**src/rtl/cps_pkg.sv**
```systemverilog
package cps_pkg;

  typedef enum logic [1:0] {
    CST_OFF  = 2'd0,
    CST_ON   = 2'd1,
    CST_BUSY = 2'd2,
    CST_ERR  = 2'd3
  } cst_e;

  typedef enum logic [2:0] {
    RL_ISO  = 3'd0,
    RL_REQ  = 3'd1,
    RL_RDY  = 3'd2,
    RL_POR  = 3'd3,
    RL_NONE = 3'd4
  } rail_e;

  typedef enum logic [1:0] {
    WT_NONE   = 2'd0,
    WT_POLL   = 2'd1,
    WT_SETTLE = 2'd2
  } wait_e;

  typedef enum logic [3:0] {
    SP_IDLE   = 4'd0,
    SP_DN_ISO = 4'd1,
    SP_DN_REQ = 4'd2,
    SP_DN_RDY = 4'd3,
    SP_DN_POR = 4'd4,
    SP_UP_FNG = 4'd5,
    SP_UP_REQ = 4'd6,
    SP_UP_RDY = 4'd7,
    SP_UP_ISO = 4'd8,
    SP_UP_POR = 4'd9
  } step_e;

  typedef struct packed {
    rail_e rail;
    logic  level;
    wait_e wt;
    logic  last;
  } step_t;

  // Which line a step drives, to which level, and how it waits.
  function automatic step_t step_info(step_e s);
    step_t t;
    t.rail  = RL_NONE;
    t.level = 1'b0;
    t.wt    = WT_NONE;
    t.last  = 1'b0;
    case (s)
      SP_DN_ISO: begin t.rail = RL_ISO; t.level = 1'b1; t.wt = WT_POLL;   end
      SP_DN_REQ: begin t.rail = RL_REQ; t.level = 1'b0; t.wt = WT_POLL;   end
      SP_DN_RDY: begin t.rail = RL_RDY; t.level = 1'b0; t.wt = WT_NONE;   end
      SP_DN_POR: begin t.rail = RL_POR; t.level = 1'b0; t.wt = WT_POLL; t.last = 1'b1; end
      SP_UP_FNG: begin t.wt = WT_SETTLE; end
      SP_UP_REQ: begin t.rail = RL_REQ; t.level = 1'b1; t.wt = WT_SETTLE; end
      SP_UP_RDY: begin t.rail = RL_RDY; t.level = 1'b1; t.wt = WT_POLL;   end
      SP_UP_ISO: begin t.rail = RL_ISO; t.level = 1'b0; t.wt = WT_POLL;   end
      SP_UP_POR: begin t.rail = RL_POR; t.level = 1'b1; t.wt = WT_POLL; t.last = 1'b1; end
      default: ;
    endcase
    return t;
  endfunction

  function automatic step_e step_succ(step_e s);
    case (s)
      SP_DN_ISO: return SP_DN_REQ;
      SP_DN_REQ: return SP_DN_RDY;
      SP_DN_RDY: return SP_DN_POR;
      SP_UP_FNG: return SP_UP_REQ;
      SP_UP_REQ: return SP_UP_RDY;
      SP_UP_RDY: return SP_UP_ISO;
      SP_UP_ISO: return SP_UP_POR;
      default:   return SP_IDLE;
    endcase
  endfunction

endpackage

```
**src/rtl/cps_tick.sv**
```systemverilog
module cps_tick #(
  parameter int CW = 8
) (
  input  logic          clk,
  input  logic          rst_n,
  input  logic          clr,
  output logic [CW-1:0] cnt
);
  always_ff @(posedge clk or negedge rst_n) begin
    if (!rst_n)   cnt <= '0;
    else if (clr) cnt <= '0;
    else          cnt <= cnt + 1'b1;
  end
endmodule

```
**src/rtl/cps_rails.sv**
```systemverilog
module cps_rails
  import cps_pkg::*;
#(
  parameter int NCORE = 4,
  parameter int CIW   = 2
) (
  input  logic               clk,
  input  logic               rst_n,
  input  logic               wr_en,
  input  logic [CIW-1:0]     wr_core,
  input  rail_e              wr_rail,
  input  logic               wr_lvl,
  input  logic               sa_en,
  input  logic [CIW-1:0]     sa_core,
  input  cst_e               sa_val,
  input  logic               sb_en,
  input  logic [CIW-1:0]     sb_core,
  input  cst_e               sb_val,
  output logic [NCORE-1:0]   iso,
  output logic [NCORE-1:0]   req,
  output logic [NCORE-1:0]   rdy,
  output logic [NCORE-1:0]   por_n,
  output logic [2*NCORE-1:0] status
);
  for (genvar c = 0; c < NCORE; c++) begin : g_core
    logic hit_w, hit_a, hit_b;
    cst_e st_q;
    assign hit_w = wr_en && (wr_core == CIW'(c));
    assign hit_a = sa_en && (sa_core == CIW'(c));
    assign hit_b = sb_en && (sb_core == CIW'(c));

    always_ff @(posedge clk or negedge rst_n) begin
      if (!rst_n) begin
        iso[c]   <= 1'b0;
        req[c]   <= 1'b1;
        rdy[c]   <= 1'b1;
        por_n[c] <= 1'b1;
      end else if (hit_w) begin
        case (wr_rail)
          RL_ISO: iso[c]   <= wr_lvl;
          RL_REQ: req[c]   <= wr_lvl;
          RL_RDY: rdy[c]   <= wr_lvl;
          RL_POR: por_n[c] <= wr_lvl;
          default: ;
        endcase
      end
    end

    always_ff @(posedge clk or negedge rst_n) begin
      if (!rst_n)     st_q <= CST_ON;
      else if (hit_b) st_q <= sb_val;
      else if (hit_a) st_q <= sa_val;
    end
    assign status[2*c +: 2] = st_q;
  end
endmodule

```
**src/rtl/cps_ctrl.sv**
```systemverilog
module cps_ctrl
  import cps_pkg::*;
#(
  parameter int          NCORE      = 4,
  parameter int          CPC        = 2,
  parameter int          POLL_LIMIT = 2000,
  parameter int          SETTLE_CYC = 100,
  parameter int          CW         = 12,
  parameter int          CIW        = 2,
  parameter logic [7:0]  FNG_VAL    = 8'hFC
) (
  input  logic             clk,
  input  logic             rst_n,
  input  logic             go_cmd,
  input  logic             go_up,
  input  logic [CIW-1:0]   go_core,
  input  logic             go_boot,
  input  logic             fng_mode,
  input  logic             cluster_off,
  input  logic [NCORE-1:0] iso_rb,
  input  logic [NCORE-1:0] req_rb,
  input  logic [NCORE-1:0] rdy_rb,
  input  logic [NCORE-1:0] por_rb,
  input  logic [CW-1:0]    cnt,
  output logic             cnt_clr,
  output logic             busy,
  output logic             done,
  output logic             error,
  output logic [7:0]       finger,
  output logic             wr_en,
  output logic [CIW-1:0]   wr_core,
  output rail_e            wr_rail,
  output logic             wr_lvl,
  output logic             sa_en,
  output logic [CIW-1:0]   sa_core,
  output cst_e             sa_val,
  output logic             sb_en,
  output logic [CIW-1:0]   sb_core,
  output cst_e             sb_val
);
  localparam int SWEEP_FIRST = 1;

  step_e          step_q, step_n;
  logic [CIW-1:0] core_q, core_n;
  logic           up_q, boot_q;
  step_t          cur, nxt;
  logic           rb_bit, poll_end, settle_end;
  logic           adv, fail, enter, start_core, more;

  assign cur        = step_info(step_q);
  assign nxt        = step_info(step_n);
  assign poll_end   = (cnt == CW'(POLL_LIMIT - 1));
  assign settle_end = (cnt == CW'(SETTLE_CYC - 1));
  assign busy       = (step_q != SP_IDLE);
  assign more       = boot_q && ((int'(core_q) + 1) < (cluster_off ? CPC : NCORE));

  always_comb begin
    case (cur.rail)
      RL_ISO:  rb_bit = iso_rb[core_q];
      RL_REQ:  rb_bit = req_rb[core_q];
      RL_RDY:  rb_bit = rdy_rb[core_q];
      RL_POR:  rb_bit = por_rb[core_q];
      default: rb_bit = 1'b0;
    endcase
  end

  always_comb begin
    adv  = 1'b0;
    fail = 1'b0;
    if (busy) begin
      case (cur.wt)
        WT_NONE:   adv = 1'b1;
        WT_POLL:   begin
          if (rb_bit == cur.level) adv  = 1'b1;
          else if (poll_end)       fail = 1'b1;
        end
        WT_SETTLE: adv = settle_end;
        default: ;
      endcase
    end
  end

  always_comb begin
    step_n     = step_q;
    core_n     = core_q;
    enter      = 1'b0;
    start_core = 1'b0;
    if (!busy) begin
      if (go_boot) begin
        step_n = SP_DN_ISO; core_n = CIW'(SWEEP_FIRST);
        enter = 1'b1; start_core = 1'b1;
      end else if (go_cmd) begin
        core_n = go_core;
        step_n = go_up ? (fng_mode ? SP_UP_FNG : SP_UP_REQ) : SP_DN_ISO;
        enter = 1'b1; start_core = 1'b1;
      end
    end else if (fail) begin
      step_n = SP_IDLE;
    end else if (adv) begin
      if (cur.last) begin
        if (more) begin
          core_n = core_q + 1'b1; step_n = SP_DN_ISO;
          enter = 1'b1; start_core = 1'b1;
        end else begin
          step_n = SP_IDLE;
        end
      end else begin
        step_n = step_succ(step_q);
        enter  = 1'b1;
      end
    end
  end

  assign cnt_clr = (step_n != step_q) || !busy;

  // Line writes take effect at the edge that enters the step.
  assign wr_en   = enter && (nxt.rail != RL_NONE);
  assign wr_core = core_n;
  assign wr_rail = nxt.rail;
  assign wr_lvl  = nxt.level;

  // Port A closes out the current core; port B opens the next one.
  assign sa_en   = fail || (adv && cur.last);
  assign sa_core = core_q;
  assign sa_val  = fail ? CST_ERR : (up_q ? CST_ON : CST_OFF);
  assign sb_en   = start_core;
  assign sb_core = core_n;
  assign sb_val  = CST_BUSY;

  always_ff @(posedge clk or negedge rst_n) begin
    if (!rst_n) begin
      step_q <= SP_IDLE;
      core_q <= '0;
      up_q   <= 1'b0;
      boot_q <= 1'b0;
      done   <= 1'b0;
      error  <= 1'b0;
      finger <= '0;
    end else begin
      step_q <= step_n;
      core_q <= core_n;
      done   <= adv && cur.last && !more && !fail;
      error  <= fail;
      if (!busy && (go_boot || go_cmd)) begin
        up_q   <= go_boot ? 1'b0 : go_up;
        boot_q <= go_boot;
      end
      if (enter && step_n == SP_UP_FNG) finger <= FNG_VAL;
    end
  end
endmodule

```
**src/rtl/core_pwr_seq.sv**
```systemverilog
module core_pwr_seq
  import cps_pkg::*;
#(
  parameter int         NCORE      = 4,
  parameter int         CPC        = 2,
  parameter int         POLL_LIMIT = 2000,
  parameter int         CLK_MHZ    = 1000,
  parameter int         SETTLE_US  = 100,
  parameter logic [7:0] FNG_VAL    = 8'hFC,
  localparam int        NCLUS      = NCORE / CPC,
  localparam int        CLW        = (NCLUS > 1) ? $clog2(NCLUS) : 1,
  localparam int        LW         = (CPC > 1) ? $clog2(CPC) : 1
) (
  input  logic               clk,
  input  logic               rst_n,
  input  logic               cmd_valid,
  output logic               cmd_ready,
  input  logic               cmd_up,
  input  logic [CLW-1:0]     cmd_cluster,
  input  logic [LW-1:0]      cmd_local,
  output logic               cmd_reject,
  input  logic               boot_go,
  input  logic               cluster_off,
  input  logic               finger_en,
  input  logic [NCORE-1:0]   iso_rb,
  input  logic [NCORE-1:0]   req_rb,
  input  logic [NCORE-1:0]   rdy_rb,
  input  logic [NCORE-1:0]   por_rb,
  output logic [NCORE-1:0]   core_iso,
  output logic [NCORE-1:0]   core_pwr_req,
  output logic [NCORE-1:0]   core_pwr_rdy,
  output logic [NCORE-1:0]   core_por_n,
  output logic [7:0]         finger_code,
  output logic               busy,
  output logic               done,
  output logic               error,
  output logic [2*NCORE-1:0] core_status
);
  localparam int SETTLE_CYC = CLK_MHZ * SETTLE_US;
  localparam int MAXC       = (SETTLE_CYC > POLL_LIMIT) ? SETTLE_CYC : POLL_LIMIT;
  localparam int CW         = $clog2(MAXC + 1);
  localparam int CIW        = (NCORE > 1) ? $clog2(NCORE) : 1;

  logic           go_cmd, go_boot, cnt_clr;
  logic [CIW-1:0] go_core;
  logic [CW-1:0]  cnt;
  logic           wr_en, wr_lvl, sa_en, sb_en;
  logic [CIW-1:0] wr_core, sa_core, sb_core;
  rail_e          wr_rail;
  cst_e           sa_val, sb_val;

  assign cmd_ready = !busy && !boot_go;
  assign go_cmd    = cmd_valid && cmd_ready;
  assign go_boot   = boot_go && !busy;
  assign go_core   = CIW'(int'(cmd_cluster) * CPC + int'(cmd_local));

  always_ff @(posedge clk or negedge rst_n) begin
    if (!rst_n) cmd_reject <= 1'b0;
    else        cmd_reject <= cmd_valid && !cmd_ready;
  end

  cps_tick #(.CW(CW)) u_tick (
    .clk(clk), .rst_n(rst_n), .clr(cnt_clr), .cnt(cnt)
  );

  cps_ctrl #(
    .NCORE(NCORE), .CPC(CPC), .POLL_LIMIT(POLL_LIMIT), .SETTLE_CYC(SETTLE_CYC),
    .CW(CW), .CIW(CIW), .FNG_VAL(FNG_VAL)
  ) u_ctrl (
    .clk(clk), .rst_n(rst_n), .go_cmd(go_cmd), .go_up(cmd_up), .go_core(go_core),
    .go_boot(go_boot), .fng_mode(finger_en), .cluster_off(cluster_off),
    .iso_rb(iso_rb), .req_rb(req_rb), .rdy_rb(rdy_rb), .por_rb(por_rb),
    .cnt(cnt), .cnt_clr(cnt_clr), .busy(busy), .done(done), .error(error),
    .finger(finger_code), .wr_en(wr_en), .wr_core(wr_core), .wr_rail(wr_rail),
    .wr_lvl(wr_lvl), .sa_en(sa_en), .sa_core(sa_core), .sa_val(sa_val),
    .sb_en(sb_en), .sb_core(sb_core), .sb_val(sb_val)
  );

  cps_rails #(.NCORE(NCORE), .CIW(CIW)) u_rails (
    .clk(clk), .rst_n(rst_n), .wr_en(wr_en), .wr_core(wr_core), .wr_rail(wr_rail),
    .wr_lvl(wr_lvl), .sa_en(sa_en), .sa_core(sa_core), .sa_val(sa_val),
    .sb_en(sb_en), .sb_core(sb_core), .sb_val(sb_val),
    .iso(core_iso), .req(core_pwr_req), .rdy(core_pwr_rdy), .por_n(core_por_n),
    .status(core_status)
  );
endmodule

```
**config.mk**
```make
export PLATFORM = sky130hd
export DESIGN_NAME = core_pwr_seq
export DESIGN_NICKNAME = d
export VERILOG_FILES = /design/src/rtl/cps_pkg.sv /design/src/rtl/cps_tick.sv /design/src/rtl/cps_rails.sv /design/src/rtl/cps_ctrl.sv /design/src/rtl/core_pwr_seq.sv
export SDC_FILE = /design/constraint.sdc
export NUM_CORES = 1
export LEC_CHECK = 0
export ABC_AREA = 1
export BUFFER_PORTS_ARGS = -buffer_cell sky130_fd_sc_hd__buf_2
export CORE_MARGIN = 4
export CORE_UTILIZATION = 50
export CTS_CLUSTER_SIZE = 24
export DETAILED_ROUTE_END_ITERATION = 7
export MAX_ROUTING_LAYER = met4
export PLACE_DENSITY = 0.76
export SLEW_MARGIN = 20
export SYNTH_ARGS = -nofsm -noshare
export SYNTH_HDL_FRONTEND = slang
export SYNTH_SLANG_ARGS = --single-unit
```
**constraint.sdc**
```tcl
create_clock -name clk -period 6.2 [get_ports clk]
set_clock_uncertainty 0.05 [all_clocks]
set_input_delay 0.62 -clock clk [delete_from_list [all_inputs] [get_ports clk]]
set_output_delay 0.62 -clock clk [all_outputs]
set_load 0.005 [all_outputs]
```
==> impl_metrics.tcl, run 1 <==
set metrics [dict create \
    slew_violations 0 \
    reg2reg_slack_ps 2640 \
    fmax_mhz 281.2 \
    min_period_over_period_pct 57.36 \
    place_hpwl_microns 6280 \
    yosysWarnings 0 \
    reg2reg_depth 18 \
    grt_max_degree 54 \
    worstPathRequired_ps 6360 \
    relSlewSlack_pct 36.93 \
    syn_area_sq_um 3696 \
    drt_pre_antenna_iters 5 \
    ys_types 40 \
    timing.rr.start "u_ctrl.sa_core[0]" \
    drc 0 \
    cts_tree "built" \
    min_period_ps 3556 \
    setup_violations 0 \
    leakage_uw 0.002064 \
    start_util_pct 51.23 \
    worstReg2RegEnd "u_rails.iso[3]" \
    status "finished, final reports clean" \
    routed_wirelength_microns 8416 \
    place.gp.congestion 0.9303 \
    cts-resized-gates 0 \
    seqCellArea_sq_um 1346 \
    post-synth-top-count-cell "nand2_1" \
    synth_area_leader_cell "dfrtp_1" \
    grt_use_total_pct 20.46 \
    final_util_pct 56.49 \
    finalPower_uw 2305 \
    num_vias 3300 \
    avgRoutedWirePerCell_microns 13.03 \
    coreArea_sq_um 7214 \
    fin_area_sq_um 4075 \
    diodes 0 \
    synth_top_area_share_pct 25.05 \
    path_class "register to register" \
    drv_cap 0 \
    worstSetupStartpointType "register" \
    synthTopCellsByCount "132 x nand2_1, 61 x inv_1, 41 x nand3_1, 37 x dfrtp_1, 36 x nor2_1" \
    cts_buffers 5 \
    layout-drive-gt1-share_pct 27.61 \
    ant_nets 0 \
    antenna_found_initial 0 \
    grt_pass1_vias 3102 \
    fill_cells 709 \
    tightestPinTransition_ps 932.9 \
    worst_ep_arrival_time_ps 3720 \
    hold_buffers 0 \
    ys_dominant_reg_cell "dfrtp_1" \
    path_max_fanout 32 \
    hold_path_class "input port to asynchronous set/reset pin" \
    post_cts_buffers 0 \
    tns_ps 0 \
    endpoint_kind "register" \
    overflow 0 \
    htreeDepth 2 \
    multi_input_area_sq_um 1938 \
    peakVddDrop_v 0.0004085 \
    grt_first_pass_wirelength_microns 14290 \
    clockRootBuffer "clkbuf_8" \
    placedInstanceArea_sq_um 3989 \
    cts.sinks 53 \
    die_h_microns 93.98 \
    synth.area.top_cells "dfrtp_1 25%, nand2_1 13%, dfstp_2 11%" \
    synth-edff-count 0 \
    hold_viol 0 \
    clk_latency_ps 320 \
    area_growth_pct 10.26 \
    drtIter0Drc 201 \
    clockBufferDepth 2 \
    power_density_nw_per_um2 565.6 \
    die-area_sq_um 8831 \
    nets 577 \
    clk_pin_slew_ps 100 \
    rows 31 \
    avgSynthCellArea_sq_um 7.452 \
    netlist_instances 496 \
    ys_seq_area_share_pct 36.43 \
    die_x_microns 93.98 \
    io_pins 62 \
    portBuffers 59 \
    viasPerCell 5.108 \
    ys_ff_latch 53 \
    async_flop_share_pct 100.0 \
    rsz0062_at_grt "false" \
]
-- layout make-up --
class	count	area share [%]
clock buffers	6	1.781
clock inverters	2	0.3377
inverters	74	6.816
multi-input cells	352	47.56
flip-flops and latches	53	33.04
well taps	99	3.040
repair buffers	60	7.430
-- worst max-delay path: stages, from the launching register on --
cell and delay [ps]:
dfrtp_1 570, inv_1 280, ha_1 380, o21ai_0 170, nand2_1 70, nor2_1 220
inv_1 120, nand2_1 100, o21ai_0 90, nand4_1 170, nand3_4 110, nand2_2 90
nand2_2 110, nand3_2 100, nand2_2 60, nor2_4 470, nand3_1 150, nand2_1 100
nand2_1 50
-- through the flow --
stage | hold slack, ps | setup WS (ps) | cells
global route | 414.9 | 2153 | 646
floorplan | 274.4 | 3544 | 497
global placement | 398.5 | 2897 | 638
detailed placement | 402.2 | 2697 | 638
CTS | 395.4 | 2650 | 646
finish | 357.8 | 2644 | 646
-- sequential cells by signal, summed over array words and instances, names as in the netlist --
name,cells
cmd_reject,1
u_ctrl.boot_q,1
u_ctrl.done,1
u_ctrl.error,1
u_ctrl.finger,1
u_ctrl.sa_core,2
u_ctrl.step_q,4
u_ctrl.up_q,1
u_rails.g_core.st_q,8
u_rails.iso,4
u_rails.por_n,4
u_rails.rdy,4
u_rails.req,4
u_tick.cnt,17
-- worst max path at each step --
stage | slack, ps | startpoint | endpoint
detailed placement | 2700 | u_ctrl.sa_core[0] | u_rails.iso[3]
global placement | 2900 | u_ctrl.sa_core[0] | u_rails.iso[1]
floorplan | 3540 | u_ctrl.sa_core[0] | u_rails.iso[0]
CTS | 2650 | u_ctrl.sa_core[0] | u_rails.iso[3]
global route | 2150 | u_ctrl.sa_core[0] | u_rails.iso[2]
finish | 2640 | u_ctrl.sa_core[0] | u_rails.iso[3]
-- power breakdown --
group	total (uW)	switching [uW]	internal [uW]
Combinational	1570	1140	432
Clock	202	121	80.9
Sequential	529	70.3	458
-- layout by cell type, fill, tap and decap left out, drive strengths merged --
cell type | netlist | final
nor2 | 48 | 48
a22oi | 3 | 3
o211ai | 2 | 2
and2 | 1 | 1
clkbuf | 0 | 6
nand2 | 149 | 149
clkinv | 1 | 2
nor4 | 3 | 3
a21o | 1 | 1
a21boi | 1 | 1
a21oi | 3 | 3
dfstp | 16 | 16
xor2 | 7 | 7
o22ai | 2 | 2
o21a | 1 | 1
buf | 18 | 60
o21ai | 24 | 24
nand4 | 22 | 22
dfrtp | 37 | 37
inv | 73 | 74
ha | 6 | 6
nor4b | 1 | 1
xnor2 | 4 | 4
nor3 | 20 | 20
nor3b | 1 | 1
conb | 1 | 2
nand3 | 51 | 51
-- cell families after synthesis --
| kind of cell | share of synthesized area [%] |
|---|---|
| xor+xnor | 2.810 |
| fa+ha+maj | 2.031 |
| other cells | 0.1015 |
| buf+inv | 11.24 |
| flops | 36.43 |
| compound gates | 6.127 |
| simple gates | 41.27 |
-- layer usage --
| layer | global-route usage, % | wire, microns |
|---|---|---|
| met4 | 5.897 | 137 |
| met1 | 28.05 | 3903 |
| met2 | 32.05 | 3931 |
| met5 | - | 0 |
| met3 | 2.484 | 444 |
No activity file was read; power rests on OpenSTA's default activity.
==> run 2, diff against run 1 <==
==> constraint.sdc (replaced) <==
create_clock -name clk -period 3.5 [get_ports clk]
set_clock_uncertainty 0.05 [all_clocks]
set_input_delay 0.35 -clock clk [delete_from_list [all_inputs] [get_ports clk]]
set_output_delay 0.35 -clock clk [all_outputs]
set_load 0.005 [all_outputs]
==> run 2 against run 1 <==
  * Clock power is 98% higher
  * Critical endpoint is now u_rails.iso[0]
  * Non-clock buffer count is 5 higher
  * Highest routed layer unchanged
  * Largest cell class unchanged
  * Total power up 84%
==> impl_metrics.tcl, run 2 (same netlist as run 1, synthesis figures left out) <==
set metrics [dict create \
    status "finished, final reports clean" \
    routed_wirelength_microns 8676 \
    place.gp.congestion 0.9256 \
    peakVddDrop_v 0.0006026 \
    largest_reg_flops 17 \
    drt_pre_antenna_iters 4 \
    hold_buffers 0 \
    fmax_mhz 318.1 \
    die-area_sq_um 8831 \
    portBuffers 59 \
    path_class "register to register" \
    drtIter0Drc 145 \
    area_growth_pct 12.09 \
    start_util_pct 51.23 \
    relSlewSlack_pct 39.69 \
    worstPathRequired_ps 3660 \
    dp.cells 643 \
    power_density_nw_per_um2 1025 \
    slew_violations 0 \
    fin_cells 651 \
    diodes 0 \
    num_vias 3325 \
    rows 31 \
    startpoint "u_ctrl.sa_core[0]" \
    io_pins 62 \
    final_cell_mix "132 x nand2_1, 61 x inv_1, 59 x buf_2" \
    drc 0 \
    top_regs "u_tick.cnt x17, u_rails.g_core.st_q x8" \
    clk_pin_slew_ps 100 \
    placedInstanceArea_sq_um 4026 \
    setup_violations 0 \
    timing.rr.start "u_ctrl.sa_core[0]" \
    endpoint_kind "register" \
    layout_commonest_cell "nand2_1" \
    place_hpwl_microns 6596 \
    leakage_uw 0.002100 \
    min_period_ps 3144 \
    die_h_microns 93.98 \
    drv_cap 0 \
    path_max_fanout 32 \
    min_period_over_period_pct 89.82 \
    tightestPinTransition_ps 904.7 \
    die_x_microns 93.98 \
    antenna_found_initial 0 \
    clockRootBuffer "clkbuf_8" \
    tns_ps 0 \
    clockBufferDepth 2 \
    ant_nets 0 \
    regMostFlops "u_tick.cnt" \
    coreArea_sq_um 7214 \
    nets 582 \
    cts_buffers 5 \
    worstSetupStartpointType "register" \
    fin_area_sq_um 4143 \
    htreeDepth 2 \
    rsz0062_at_grt "false" \
    grt_pass1_vias 3224 \
    worst_ep_arrival_time_ps 3310 \
    cts_tree "built" \
    hold_path_class "input port to asynchronous set/reset pin" \
    grt_first_pass_wirelength_microns 14540 \
    avgRoutedWirePerCell_microns 13.33 \
    viasPerCell 5.108 \
    clk_latency_ps 310 \
    layout-drive-gt1-share_pct 28.44 \
    cts.sinks 53 \
    grt_max_degree 40 \
    finalPower_uw 4245 \
    hold_viol 0 \
    overflow 0 \
    fill_cells 684 \
    grt_use_total_pct 20.88 \
]
run 2: cell count changes in the layout (fill, tap and decap cells not counted):
cell,change
buf_4,+5
clkbuf_1,-1
clkbuf_16,+1
nand4_2,-1
nand4_4,+1
run 2: where the power goes:
| part | total [uW] | internal (uW) | switching (uW) |
|---|---|---|---|
| sequential | 941 | 812 | 129 |
| clock | 400 | 186 | 214 |
| combinational | 2900 | 842 | 2060 |
run 2: routing by layer:
metal	track usage, %	up-vias	share of wire (%)	routed length (microns)
met5	-	-	0	0
met4	5.415	0	1.1	95
met3	3.285	6	3.5	302
met2	34.54	67	49	4212
met1	26.81	1568	47	4065
li1	-	1684	-	-
run 2: layout make-up:
| cell class | instances | area (sq um) | share of cell area, % |
|---|---|---|---|
| inverters | 74 | 277.8 | 6.705 |
| flip-flops and latches | 53 | 1346 | 32.50 |
| clock inverters | 2 | 13.76 | 0.3322 |
| repair buffers | 65 | 340.3 | 8.215 |
| clock buffers | 6 | 93.84 | 2.265 |
| well taps | 99 | 123.9 | 2.990 |
| multi-input cells | 352 | 1947 | 46.99 |
run 2: metrics by stage:
step	utilization [%]	hold WS (ps)	setup WS, ps
after floorplan	-	4.409	844.3
after global placement	55.81	399.4	398.5
after detailed placement	55.81	404.7	269.9
after CTS	57.30	143.2	269.1
after global routing	57.42	175.3	27.57
final	57.42	109.6	356.4
run 2: timing repair:
action                                  4_1_cts  5_1_grt
buffers inserted                              0        0
endpoints found under the setup margin        0        3
hold endpoints to repair                      0        0
gates resized for setup                       0        1
run 2: worst paths after layout:
kind                            cells after the start                        end  slack [ps]
min in group clk                                    3                 cmd_reject         220
worst max-delay path                               19             u_rails.iso[0]         360
max in group asynchronous                           2  u_rails.g_core[2].st_q[0]        2470
worst min-delay path                                1  u_rails.g_core[1].st_q[1]         110
worst min register to register                      2             u_rails.req[1]         420
worst max register to register                     19             u_rails.iso[0]         360
run 2: worst max-delay path, stage by stage, from the launching register on:
cell and delay, ps:
dfrtp_1 540, ha_1 320, ha_1 270, o21ai_0 70, nand2_1 70, nor2_1 220, inv_1 120, nand2_1 90
o21ai_0 80, nand4_1 160, nand3_4 110, nand2_2 100, nand2_2 90, nand3_2 100, nand2_2 60, nor2_4 80
buf_4 280, nand3_1 110, nand2_1 80, nand2_1 50
==> run 3, diff against run 2 <==
--- a/config.mk
+++ b/config.mk
@@ -7,13 +7,13 @@
 export LEC_CHECK = 0
 export ABC_AREA = 1
 export BUFFER_PORTS_ARGS = -buffer_cell sky130_fd_sc_hd__buf_2
+export CORE_ASPECT_RATIO = 1.25
 export CORE_MARGIN = 4
 export CORE_UTILIZATION = 50
 export CTS_CLUSTER_SIZE = 24
 export DETAILED_ROUTE_END_ITERATION = 7
 export MAX_ROUTING_LAYER = met4
 export PLACE_DENSITY = 0.76
-export SLEW_MARGIN = 20
 export SYNTH_ARGS = -nofsm -noshare
 export SYNTH_HDL_FRONTEND = slang
 export SYNTH_SLANG_ARGS = --single-unit
==> run 3 against run 2 <==
  * Cell area increased by 0.42%
  * Sequential share of layout area decreased by 0.11 points
  * Register-to-register slack about the same
  * Maximum frequency increased by 0.46%
  * Highest routed layer unchanged
==> impl_metrics.tcl, run 3 (same netlist as run 1, synthesis figures left out) <==
set metrics [dict create \
    status "finished, final reports clean" \
    drc 0 \
    grt_max_degree 35 \
    tns_ps 0 \
    hold_path_class "input port to asynchronous set/reset pin" \
    top_usage_layer "met2" \
    grt_util_met3_pct 3.011 \
    die_h_microns 104.1 \
    fill_cells 710 \
    top_regs "u_tick.cnt x17, u_rails.g_core.st_q x8" \
    rsz0062_at_grt "false" \
    cp_slowest_stage_delay_ps 510 \
    tightestPinTransition_ps 795.9 \
    path_class "register to register" \
    cts.sinks 53 \
    final_cell_mix "132 x nand2_1, 61 x inv_1, 59 x buf_2" \
    clk_pin_slew_ps 100 \
    grt_use_total_pct 20.46 \
    fin_area_sq_um 4160 \
    overflow 0 \
    portBuffers 59 \
    avgRoutedWirePerCell_microns 13.30 \
    layout-drive-gt1-share_pct 29.01 \
    grt_pass1_vias 3152 \
    clockRootBuffer "clkbuf_8" \
    area_growth_pct 12.56 \
    grt_first_pass_wirelength_microns 14650 \
    drtIter0Drc 203 \
    dp.cells 637 \
    fmax_mhz 319.6 \
    fin_cells 645 \
    htreeDepth 2 \
    ant_nets 0 \
    worstSetupStartpointType "register" \
    drt_pre_antenna_iters 5 \
    worstPathRequired_ps 3660 \
    power_density_nw_per_um2 1036 \
    routed_wirelength_microns 8577 \
    use_met2_pct 34.21 \
    layout_commonest_cell "nand2_1" \
    worst_ep_arrival_time_ps 3290 \
    cts_buffers 5 \
    antenna_found_initial 0 \
    clockBufferDepth 2 \
    nets 585 \
    leakage_uw 0.002114 \
    num_vias 3328 \
    diodes 0 \
    place_hpwl_microns 6561 \
    start_util_pct 52.34 \
    setup_violations 0 \
    endpoint_kind "register" \
    regMostFlops "u_tick.cnt" \
    viasPerCell 5.160 \
    cp_cell_sequence "inv_1, ha_1, o21ai_0, nand2_1, nor2_1, inv_1, nand2_1, o21ai_0, nand4_1, nand3_4, nand2_2, nand2_2, nand3_2, nand2_2, nor2_4, buf_4, nand3_1, nand2_1, nand2_1" \
    place.gp.congestion 0.9577 \
    hold_viol 0 \
    coreArea_sq_um 7062 \
    clk_latency_ps 310 \
    slowest_stage "dfrtp_2" \
    die-area_sq_um 8840 \
    placedInstanceArea_sq_um 4038 \
    cpMostUsedCell "nand2_1" \
    die_x_microns 84.90 \
    path_max_fanout 32 \
    rows 34 \
    largest_reg_flops 17 \
    peakVddDrop_v 0.0006331 \
    gr-usage-met1_pct 24.95 \
    post_cts_buffers 0 \
    finalPower_uw 4310 \
    min_period_over_period_pct 89.40 \
    drv_cap 0 \
    slew_violations 0 \
    relSlewSlack_pct 46.94 \
    cts_tree "built" \
    io_pins 62 \
    min_period_ps 3129 \
]
## run 3: through the flow
step | utilization (%) | hold slack (ps) | setup WS [ps]
floorplan | - | 4.409 | 844.3
global placement | 57.18 | 401.8 | 375.0
detailed placement | 57.18 | 401.6 | 268.3
CTS | 58.77 | 76.27 | 239.8
global route | 58.91 | 115.4 | 59.63
finish | 58.91 | 64.29 | 370.9
## run 3: worst paths after layout
path	cells after the start	slack [ps]	startpoint	to
min	1	60	rst_n	u_tick.cnt[2]
min reg2reg	2	420	u_rails.rdy[1]	u_rails.rdy[1]
max	19	370	u_ctrl.sa_core[0]	u_rails.iso[2]
max reg2reg	19	370	u_ctrl.sa_core[0]	u_rails.iso[2]
min in group clk	3	260	cmd_valid	cmd_reject
max in group asynchronous	2	2580	rst_n	u_rails.g_core[3].st_q[0]
## run 3: worst max-delay path: cells and delay by family (launching register included)
family                     cells  cell delay, ps
DFF                            1             510
AOI/OAI and AO/OA              2             250
buffers and inverters          3             690
and+or+nand+nor               13            1190
adders and majority gates      1             310
## run 3: area by class of cell
class | instances | area (sq um) | share of cell area (%)
clock inverters | 3 | 43.79 | 1.053
well taps | 90 | 112.6 | 2.707
clock buffers | 5 | 68.82 | 1.654
repair buffers | 68 | 362.8 | 8.722
multi-input cells | 352 | 1947 | 46.80
flip-flops and latches | 53 | 1348 | 32.39
inverters | 74 | 277.8 | 6.677
## run 3: layer usage
| metal | wire length [microns] | vias to the layer above |
|---|---|---|
| li1 | - | 1694 |
| met1 | 3749 | 1530 |
| met2 | 4246 | 85 |
| met3 | 375 | 19 |
| met4 | 206 | 0 |
| met5 | 0 | - |
## run 3: where the power goes
| group | internal [uW] | switching, uW |
|---|---|---|
| sequential | 813 | 129 |
| clock | 215 | 215 |
| combinational | 875 | 2060 |
| total | 1900 | 2410 |
## run 3: timing repair
action / in CTS / in global routing
resized for setup: 0 / 2
endpoints found under the hold margin: 0 / 0
hold buffers: 0 / 0
setup endpoints to repair: 0 / 21
